### src/rtl/touch_scan_pkg.sv
package touch_scan_pkg;

    localparam int SAMPLE_W   = 12;
    localparam int FRAME_BITS = 24;
    localparam int CMD_BITS   = 8;

    typedef enum logic [2:0] {
        SQ_IDLE,
        SQ_LAUNCH,
        SQ_WAIT,
        SQ_DSTART,
        SQ_DWAIT
    } seq_st_e;

    // Inputs measured against their own reference pin use the single-ended path.
    function automatic logic is_single_ended(input logic [2:0] addr);
        return (addr == 3'd0) || (addr == 3'd2) || (addr == 3'd6) || (addr == 3'd7);
    endfunction

    // Last frame of a group drops both power bits so the converter sleeps.
    function automatic logic [CMD_BITS-1:0] build_cmd(input logic [2:0] addr,
                                                      input logic       int_ref,
                                                      input logic       last_frame);
        logic se;
        se = is_single_ended(addr);
        return {1'b1, addr, 1'b0, se, (~last_frame & se & int_ref), ~last_frame};
    endfunction

endpackage

### src/rtl/touch_spi_frame.sv
module touch_spi_frame
    import touch_scan_pkg::*;
#(
    parameter int HALF_DIV = 21
) (
    input  logic                clk_i,
    input  logic                rst_ni,
    input  logic                go_i,
    input  logic [CMD_BITS-1:0] cmd_i,
    input  logic                miso_i,
    output logic                sclk_o,
    output logic                mosi_o,
    output logic                fin_o,
    output logic [SAMPLE_W-1:0] data_o
);
    localparam int HC_W  = $clog2(HALF_DIV + 1);
    localparam int BIT_W = $clog2(FRAME_BITS);

    typedef struct packed {
        logic                active;
        logic                sclk;
        logic                fin;
        logic [HC_W-1:0]     hcnt;
        logic [BIT_W-1:0]    bitn;
        logic [CMD_BITS-1:0] tx;
        logic [14:0]         rx;
    } frm_t;

    frm_t q, d;

    always_comb begin
        d     = q;
        d.fin = 1'b0;
        if (!q.active) begin
            if (go_i) begin
                d.active = 1'b1;
                d.sclk   = 1'b0;
                d.hcnt   = '0;
                d.bitn   = '0;
                d.tx     = cmd_i;
            end
        end else if (q.hcnt == HC_W'(HALF_DIV - 1)) begin
            d.hcnt = '0;
            if (!q.sclk) begin
                d.sclk = 1'b1;
                d.rx   = {q.rx[13:0], miso_i};
            end else begin
                d.sclk = 1'b0;
                if (q.bitn == BIT_W'(FRAME_BITS - 1)) begin
                    d.active = 1'b0;
                    d.fin    = 1'b1;
                end else begin
                    d.bitn = q.bitn + BIT_W'(1);
                    d.tx   = {q.tx[CMD_BITS-2:0], 1'b0};
                end
            end
        end else begin
            d.hcnt = q.hcnt + HC_W'(1);
        end
    end

    always_ff @(posedge clk_i or negedge rst_ni) begin
        if (!rst_ni) q <= '0;
        else         q <= d;
    end

    assign sclk_o = q.sclk;
    assign mosi_o = q.tx[CMD_BITS-1];
    assign fin_o  = q.fin;
    assign data_o = q.rx[14:3];

endmodule

### src/rtl/touch_ceil_div.sv
module touch_ceil_div #(
    parameter int NW = 17,
    parameter int DW = 4,
    parameter int QW = 12
) (
    input  logic          clk_i,
    input  logic          rst_ni,
    input  logic          go_i,
    input  logic [NW-1:0] num_i,
    input  logic [DW-1:0] den_i,
    output logic [QW-1:0] quot_o,
    output logic          done_o
);
    localparam int CW = $clog2(NW + 1);

    typedef struct packed {
        logic          busy;
        logic          done;
        logic [CW-1:0] cnt;
        logic [DW-1:0] rem;
        logic [NW-1:0] q;
        logic [DW-1:0] den;
    } div_t;

    div_t q, d;
    logic [DW:0] rem_sh;

    always_comb begin
        d      = q;
        d.done = 1'b0;
        rem_sh = {q.rem, q.q[NW-1]};
        if (go_i && !q.busy) begin
            d.busy = 1'b1;
            d.cnt  = '0;
            d.rem  = '0;
            d.q    = num_i;
            d.den  = den_i;
        end else if (q.busy) begin
            if (rem_sh >= {1'b0, q.den}) begin
                d.rem = DW'(rem_sh - {1'b0, q.den});
                d.q   = {q.q[NW-2:0], 1'b1};
            end else begin
                d.rem = rem_sh[DW-1:0];
                d.q   = {q.q[NW-2:0], 1'b0};
            end
            d.cnt = q.cnt + CW'(1);
            if (q.cnt == CW'(NW - 1)) begin
                d.busy = 1'b0;
                d.done = 1'b1;
            end
        end
    end

    always_ff @(posedge clk_i or negedge rst_ni) begin
        if (!rst_ni) q <= '0;
        else         q <= d;
    end

    assign quot_o = q.q[QW-1:0];
    assign done_o = q.done;

endmodule

### src/rtl/touch_scan_seq.sv
module touch_scan_seq
    import touch_scan_pkg::*;
#(
    parameter int NUM_CH   = 8,
    parameter int CNT_W    = 4,
    parameter int HALF_DIV = 21
) (
    input  logic                         clk_i,
    input  logic                         rst_ni,
    input  logic                         start_i,
    input  logic [NUM_CH-1:0]            ch_en_i,
    input  logic [NUM_CH*CNT_W-1:0]      skip_cnt_i,
    input  logic [NUM_CH*CNT_W-1:0]      ovs_cnt_i,
    input  logic                         int_ref_i,
    input  logic                         miso_i,
    output logic                         sclk_o,
    output logic                         cs_n_o,
    output logic                         mosi_o,
    output logic [NUM_CH*SAMPLE_W-1:0]   result_o,
    output logic                         done_o
);
    localparam int CH_W  = $clog2(NUM_CH);
    localparam int K_W   = CNT_W + 1;
    localparam int SUM_W = SAMPLE_W + CNT_W;
    localparam int NUM_W = SUM_W + 1;

    typedef struct packed {
        seq_st_e                              st;
        logic [CH_W-1:0]                      ch;
        logic [CH_W-1:0]                      grp;
        logic [K_W-1:0]                       k;
        logic [SUM_W-1:0]                     sum;
        logic [NUM_CH-1:0]                    mask;
        logic [NUM_CH-1:0][CNT_W-1:0]         skip;
        logic [NUM_CH-1:0][CNT_W-1:0]         ovs;
        logic                                 iref;
        logic                                 cs_n;
        logic                                 done;
        logic [NUM_CH-1:0][SAMPLE_W-1:0]      res;
    } seq_t;

    seq_t q, d;

    // Lowest enabled index at or above lo; MSB flags a hit.
    function automatic logic [CH_W:0] pick_next(input logic [NUM_CH-1:0] m, input int lo);
        logic [CH_W:0] r;
        r = '0;
        for (int i = NUM_CH - 1; i >= 0; i--) begin
            if (i >= lo && m[i]) r = {1'b1, CH_W'(i)};
        end
        return r;
    endfunction

    logic [CNT_W-1:0]    ovs_eff;
    logic [K_W-1:0]      last_k;
    logic                is_last;
    logic [CH_W:0]       nxt;
    logic [CH_W:0]       first;
    logic                frame_go;
    logic                frame_fin;
    logic [CMD_BITS-1:0] frame_cmd;
    logic [SAMPLE_W-1:0] frame_data;
    logic                div_go;
    logic                div_done;
    logic [NUM_W-1:0]    div_num;
    logic [SAMPLE_W-1:0] div_quot;

    always_comb begin
        ovs_eff   = (q.ovs[q.ch] == '0) ? CNT_W'(1) : q.ovs[q.ch];
        last_k    = K_W'(q.skip[q.ch]) + K_W'(ovs_eff) - K_W'(1);
        is_last   = (q.k == last_k);
        nxt       = pick_next(q.mask, int'(q.ch) + 1);
        first     = pick_next(ch_en_i, 0);
        frame_go  = (q.st == SQ_LAUNCH);
        frame_cmd = build_cmd(3'(q.ch), q.iref, is_last);
        div_go    = (q.st == SQ_DSTART);
        div_num   = NUM_W'(q.sum) + NUM_W'(ovs_eff) - NUM_W'(1);
    end

    always_comb begin
        d      = q;
        d.done = 1'b0;
        unique case (q.st)
            SQ_IDLE: begin
                if (start_i) begin
                    d.mask = ch_en_i;
                    d.iref = int_ref_i;
                    for (int c = 0; c < NUM_CH; c++) begin
                        d.skip[c] = skip_cnt_i[c*CNT_W +: CNT_W];
                        d.ovs[c]  = ovs_cnt_i[c*CNT_W +: CNT_W];
                    end
                    d.res = '0;
                    d.grp = '0;
                    d.k   = '0;
                    d.sum = '0;
                    if (first[CH_W]) begin
                        d.ch   = first[CH_W-1:0];
                        d.cs_n = 1'b0;
                        d.st   = SQ_LAUNCH;
                    end else begin
                        d.done = 1'b1;
                    end
                end
            end
            SQ_LAUNCH: d.st = SQ_WAIT;
            SQ_WAIT: begin
                if (frame_fin) begin
                    if (q.k >= K_W'(q.skip[q.ch])) d.sum = q.sum + SUM_W'(frame_data);
                    if (is_last) begin
                        d.st = SQ_DSTART;
                        if (!nxt[CH_W]) d.cs_n = 1'b1;
                    end else begin
                        d.k  = q.k + K_W'(1);
                        d.st = SQ_LAUNCH;
                    end
                end
            end
            SQ_DSTART: d.st = SQ_DWAIT;
            SQ_DWAIT: begin
                if (div_done) begin
                    d.res[q.grp] = div_quot;
                    d.grp        = q.grp + CH_W'(1);
                    if (nxt[CH_W]) begin
                        d.ch  = nxt[CH_W-1:0];
                        d.k   = '0;
                        d.sum = '0;
                        d.st  = SQ_LAUNCH;
                    end else begin
                        d.done = 1'b1;
                        d.st   = SQ_IDLE;
                    end
                end
            end
            default: d.st = SQ_IDLE;
        endcase
    end

    always_ff @(posedge clk_i or negedge rst_ni) begin
        if (!rst_ni) begin
            q      <= '0;
            q.cs_n <= 1'b1;
        end else begin
            q <= d;
        end
    end

    touch_spi_frame #(.HALF_DIV(HALF_DIV)) u_frame (
        .clk_i  (clk_i),
        .rst_ni (rst_ni),
        .go_i   (frame_go),
        .cmd_i  (frame_cmd),
        .miso_i (miso_i),
        .sclk_o (sclk_o),
        .mosi_o (mosi_o),
        .fin_o  (frame_fin),
        .data_o (frame_data)
    );

    touch_ceil_div #(.NW(NUM_W), .DW(CNT_W), .QW(SAMPLE_W)) u_div (
        .clk_i  (clk_i),
        .rst_ni (rst_ni),
        .go_i   (div_go),
        .num_i  (div_num),
        .den_i  (ovs_eff),
        .quot_o (div_quot),
        .done_o (div_done)
    );

    assign cs_n_o   = q.cs_n;
    assign done_o   = q.done;
    assign result_o = q.res;

endmodule

### config.mk
export PLATFORM = sky130hd
export DESIGN_NAME = touch_scan_seq
export DESIGN_NICKNAME = d
export VERILOG_FILES = /design/src/rtl/touch_scan_pkg.sv /design/src/rtl/touch_spi_frame.sv /design/src/rtl/touch_ceil_div.sv /design/src/rtl/touch_scan_seq.sv
export SDC_FILE = /design/constraint.sdc
export NUM_CORES = 1
export LEC_CHECK = 0
export BUFFER_PORTS_ARGS = -buffer_cell sky130_fd_sc_hd__buf_2
export CAP_MARGIN = 20
export CORE_UTILIZATION = 32
export DETAILED_ROUTE_END_ITERATION = 7
export PLACE_DENSITY_LB_ADDON = 0.2
export SLEW_MARGIN = 20
export SYNTH_ARGS = -nofsm -noshare
export SYNTH_HDL_FRONTEND = slang
export SYNTH_SLANG_ARGS = --single-unit
### constraint.sdc
create_clock -name clk_i -period 3.8 [get_ports clk_i]
set_input_delay 0.76 -clock clk_i [delete_from_list [all_inputs] [get_ports clk_i]]
set_output_delay 0.76 -clock clk_i [all_outputs]
set_load 0.02 [all_outputs]
==> results.md <==
- The flow ran to the end, and the final reports show no timing, DRC or antenna violations.
- The wire length after detailed routing is 36.17 mm.
- Buffers inserted to repair hold after CTS numbered 0.
- Cells fill between 30% and 40% of the core in the end.
- The final critical path time including I/O delays and setup is approximately 3.6 ns.
- The detail route stage leaves a number of antenna-violating nets equal to 0.
- The number of max-cap violations is 0.
- The setup-violating endpoint count in the final report is 0.
- STA classifies the critical path startpoint as a register.
- The count of vias placed by the detailed router is around 11000.
- Summed over all failing endpoints, the final setup total negative slack is 0 ns.
- The count of final hold-check violations is 0.
- The area of the mapped netlist is approximately 15000 um2.
- The floorplan has a little under 80 rows.
- The overall die height is 215.0 um.
- The finished cells cover ~17000 um2.
- The iteration-0 DRC count of the detailed router is about 760.
- Entering global routing, the biggest net connects 91 pins.
- Data arrives at the worst endpoint at between 4 and 5 ns.
- The critical path is of the reg -> reg type.
- The slew at the pin with the worst max-slew slack is between 0.8 and 0.9 ns.
- The global routing usage summed across all routing layers is approximately 16%.
- Between clock sinks in the finished design, the worst skew comes to about 0.010 ns.
- Clock-pin slew was measured on the worst setup and hold paths at ~0.060 ns.
- The area fraction of the dominant cell type after synthesis is a little under half.
- After detailed routing, the number of vias per cell comes to roughly 4.8.
- The prevailing post-synth register cell is sky130_fd_sc_hd__dfrtp_1.
- In the post-synthesis netlist, the cell with the most instances is sky130_fd_sc_hd__nand2_1.
- The share of the yosys chip area belonging to registers is between 40% and 50%.
- Counting flops with an async set or reset pin after synthesis yields a share of 100.0%.
- The instance area at placement is 15430 um2.
- The fraction of the cycle the final worst path needs is 94.79%.
- The first global-routing pass estimated between 50 and 60 mm of wire.
- The worst hold path belongs to the class in -> async.
- The floorplan step defined a die boundary enclosing ~46000 um2.
- The total count of max-transition violations in the final report is 0.
- TritonCTS built the clock tree.
- The synthesis warning total is 0.
- In the final routed layout, each cell accounts on average for around 16 um.
- Along the worst path, the maximum fanout reaches 6.
- The clock passes through at most 3 buffers.
- Across the VDD grid, the largest voltage drop is 0.2744 mV.
- The starting density of the core is between 30% and 40%.
- The post-synthesis cell type with the largest combined area is sky130_fd_sc_hd__dfrtp_1.
- Measured against its own limit, the worst slew margin works out to 44.84%.
- For this run, design rule violations remaining after detail routing come to 0.
- The count of inserted antenna diode cells is 0.
- The number of optimization iterations in the first detailed-route pass is 5.
- The synthesized design contains 0 enable-type register cells.
- Buffers placed on the I/O ports in this run total roughly 180.
- The total grt overflow is 0.
- The total clock sinks is between 200 and 300.
- The H-tree depth is 1.
- The required time of the worst setup path is roughly 4.3 ns.
- The total clock buffers created by CTS is 30.
- The horizontal extent of the die is approximately 220 um.
- The number of global-route vias before repair is 10750.
- The number of antenna violations at the first check in global routing was 0.
- The cell sitting at the root of the clock tree is a sky130_fd_sc_hd__clkbuf_16.
- The number of nets handed over by synthesis was roughly 1700.
- The synthesis-to-layout area growth is 14.17%.
- The clock insertion delay at the later pin of the skew report is 0.57 ns.
- After synthesis, the cell types taking the most area are sky130_fd_sc_hd__dfrtp_1 (46%), sky130_fd_sc_hd__nand2_1 (12%), sky130_fd_sc_hd__buf_4 (5.2%), sky130_fd_sc_hd__ha_1 (5.0%), sky130_fd_sc_hd__o21ai_0 (4.7%).
- Yosys mapped the design onto 75 distinct sky130hd cell types.
- The region available for standard cell placement spans around 45000 um2.
- The worst register-to-register path has a depth of 14.
- The total number of nets in the final design is 1800.
- The number of ports placed on the die boundary is approximately 180.
- Synthesis produced approximately 1600 cells.
- Of the cells placed in the final design, the portion with a size suffix greater than 1 is about a fifth.
- The post-synthesis average cell area is around 9.1 um2.
- Counting flops and latches in the post-synthesis netlist gives about 270.
- The number of placed instances, taps included, is approximately 2200.
- At the end of routability-driven placement, the weighted congestion stood at between 0.7 and 0.8.
- The highest clock frequency the design can meet is 277.6 MHz.
- The finished layout holds ~2300 standard cells, fillers aside.
- The HPWL after detailed placement is approximately 25 mm.
- In this run the power density over the cells is about 390 nW/um2.
- By count the netlist is led by sky130_fd_sc_hd__nand2_1 (464), sky130_fd_sc_hd__dfrtp_1 (268), sky130_fd_sc_hd__o21ai_0 (135).
- STA classifies the critical path endpoint as a register.
- The analysis attributes to cell leakage a power of just under 8 nW.
## cell families (layout without fill, tap and decap cells)
kind of cell               count (synthesis)  after routing  share of synthesized area [%]
buffers and inverters                    241            332                          9.056
and+or+nand+nor                          638            638                          18.84
AOI/OAI and AO/OA                        288            288                          12.23
muxes                                     62             62                          5.816
adders and majority gates                 62             62                          5.549
DFF                                      269            269                          46.36
xor gates and xnor gates                  34             34                          2.154
## report_power, final
group          leakage, nW  switching [W]  internal [W]
logic                 4.12       0.000234      0.000187
clock network        0.513        0.00123       0.00181
registers             3.18      0.0000267       0.00291
## placed cells by master, fill, tap and decap left out, types with 19 or more instances in the layout
cell type and count:
sky130_fd_sc_hd__xor2_1 20, sky130_fd_sc_hd__ha_1 56, sky130_fd_sc_hd__inv_1 59, sky130_fd_sc_hd__buf_4 35, sky130_fd_sc_hd__nor2_1 58, sky130_fd_sc_hd__buf_2 175
sky130_fd_sc_hd__nand3_1 26, sky130_fd_sc_hd__mux2_2 19, sky130_fd_sc_hd__a21oi_1 49, sky130_fd_sc_hd__mux2i_1 22, sky130_fd_sc_hd__clkbuf_16 31, sky130_fd_sc_hd__nand2_1 463
sky130_fd_sc_hd__dfrtp_1 268, sky130_fd_sc_hd__o21ai_0 135
## worst max-delay path: stages, from the launching register on
cell and delay (ns):
sky130_fd_sc_hd__dfrtp_1 0.38, sky130_fd_sc_hd__buf_4 0.16, sky130_fd_sc_hd__buf_6 0.12, sky130_fd_sc_hd__mux4_2 0.54, sky130_fd_sc_hd__mux2i_4 0.22, sky130_fd_sc_hd__buf_4 0.18, sky130_fd_sc_hd__ha_1 0.14, sky130_fd_sc_hd__inv_1 0.04
sky130_fd_sc_hd__ha_1 0.31, sky130_fd_sc_hd__xor3_1 0.43, sky130_fd_sc_hd__nor4_2 0.32, sky130_fd_sc_hd__nand4_1 0.19, sky130_fd_sc_hd__o211ai_1 0.23, sky130_fd_sc_hd__or3_1 0.16, sky130_fd_sc_hd__a21oi_1 0.06
## per-layer routing
layer / global-route usage, % / vias up / wire, um
li1: - / 5397 / -
met1: 22.26 / 5158 / 17760
met2: 24.70 / 231 / 16090
met3: 2.491 / 52 / 1463
met4: 3.924 / 0 / 845
met5: 0 / - / 0
## metrics by stage
stage | total power, W | hold WS (ns) | setup slack, ns
detailed placement | 0.003388 | 0.4524 | 0.02170
finish | 0.006399 | 0.1782 | 0.1979
floorplan | 0.003187 | 0.4305 | 0.01792
global route | 0.006658 | 0.2458 | -0.02615
CTS | 0.006480 | 0.2249 | 0.002514
global placement | 0.003385 | 0.4527 | 0.07445
## sequential cells by signal, summed over array words and instances (netlist names)
register / cells
q: 100
result_o: 96
u_frame.q: 21
u_div.q: 19
u_div.quot_o: 12
u_frame.data_o: 12
frame_cmd: 3
cs_n_o: 1
done_o: 1
u_div.done_o: 1
u_frame.fin_o: 1
u_frame.mosi_o: 1
u_frame.sclk_o: 1
## timing repair
| item | in CTS | in global routing |
|---|---|---|
| endpoints found under the setup margin | 0 | 16 |
| setup buffers | 0 | 1 |
| gates resized for setup | 0 | 19 |
## layout make-up
cell class	count	area (um2)
Clock inverter	15	170.2
Clock buffer	41	873.3
Inverter	59	221.5
Fill cell	4581	27930
Timing Repair Buffer	217	1256
Sequential cell	269	6733
Tap cell	592	740.7
Multi-Input combinational cell	1084	6584
## worst paths after layout
check | start | endpoint | slack [ns]
max | frame_cmd[4] | q[190] | 0.20
min | rst_ni | result_o[76] | 0.18
max reg2reg | frame_cmd[4] | q[190] | 0.20
min reg2reg | q[140] | q[140] | 0.47
max in group asynchronous | rst_ni | cs_n_o | 2.64
min in group clk_i | ovs_cnt_i[11] | q[110] | 0.38
Power figures use the tool's default switching activity.
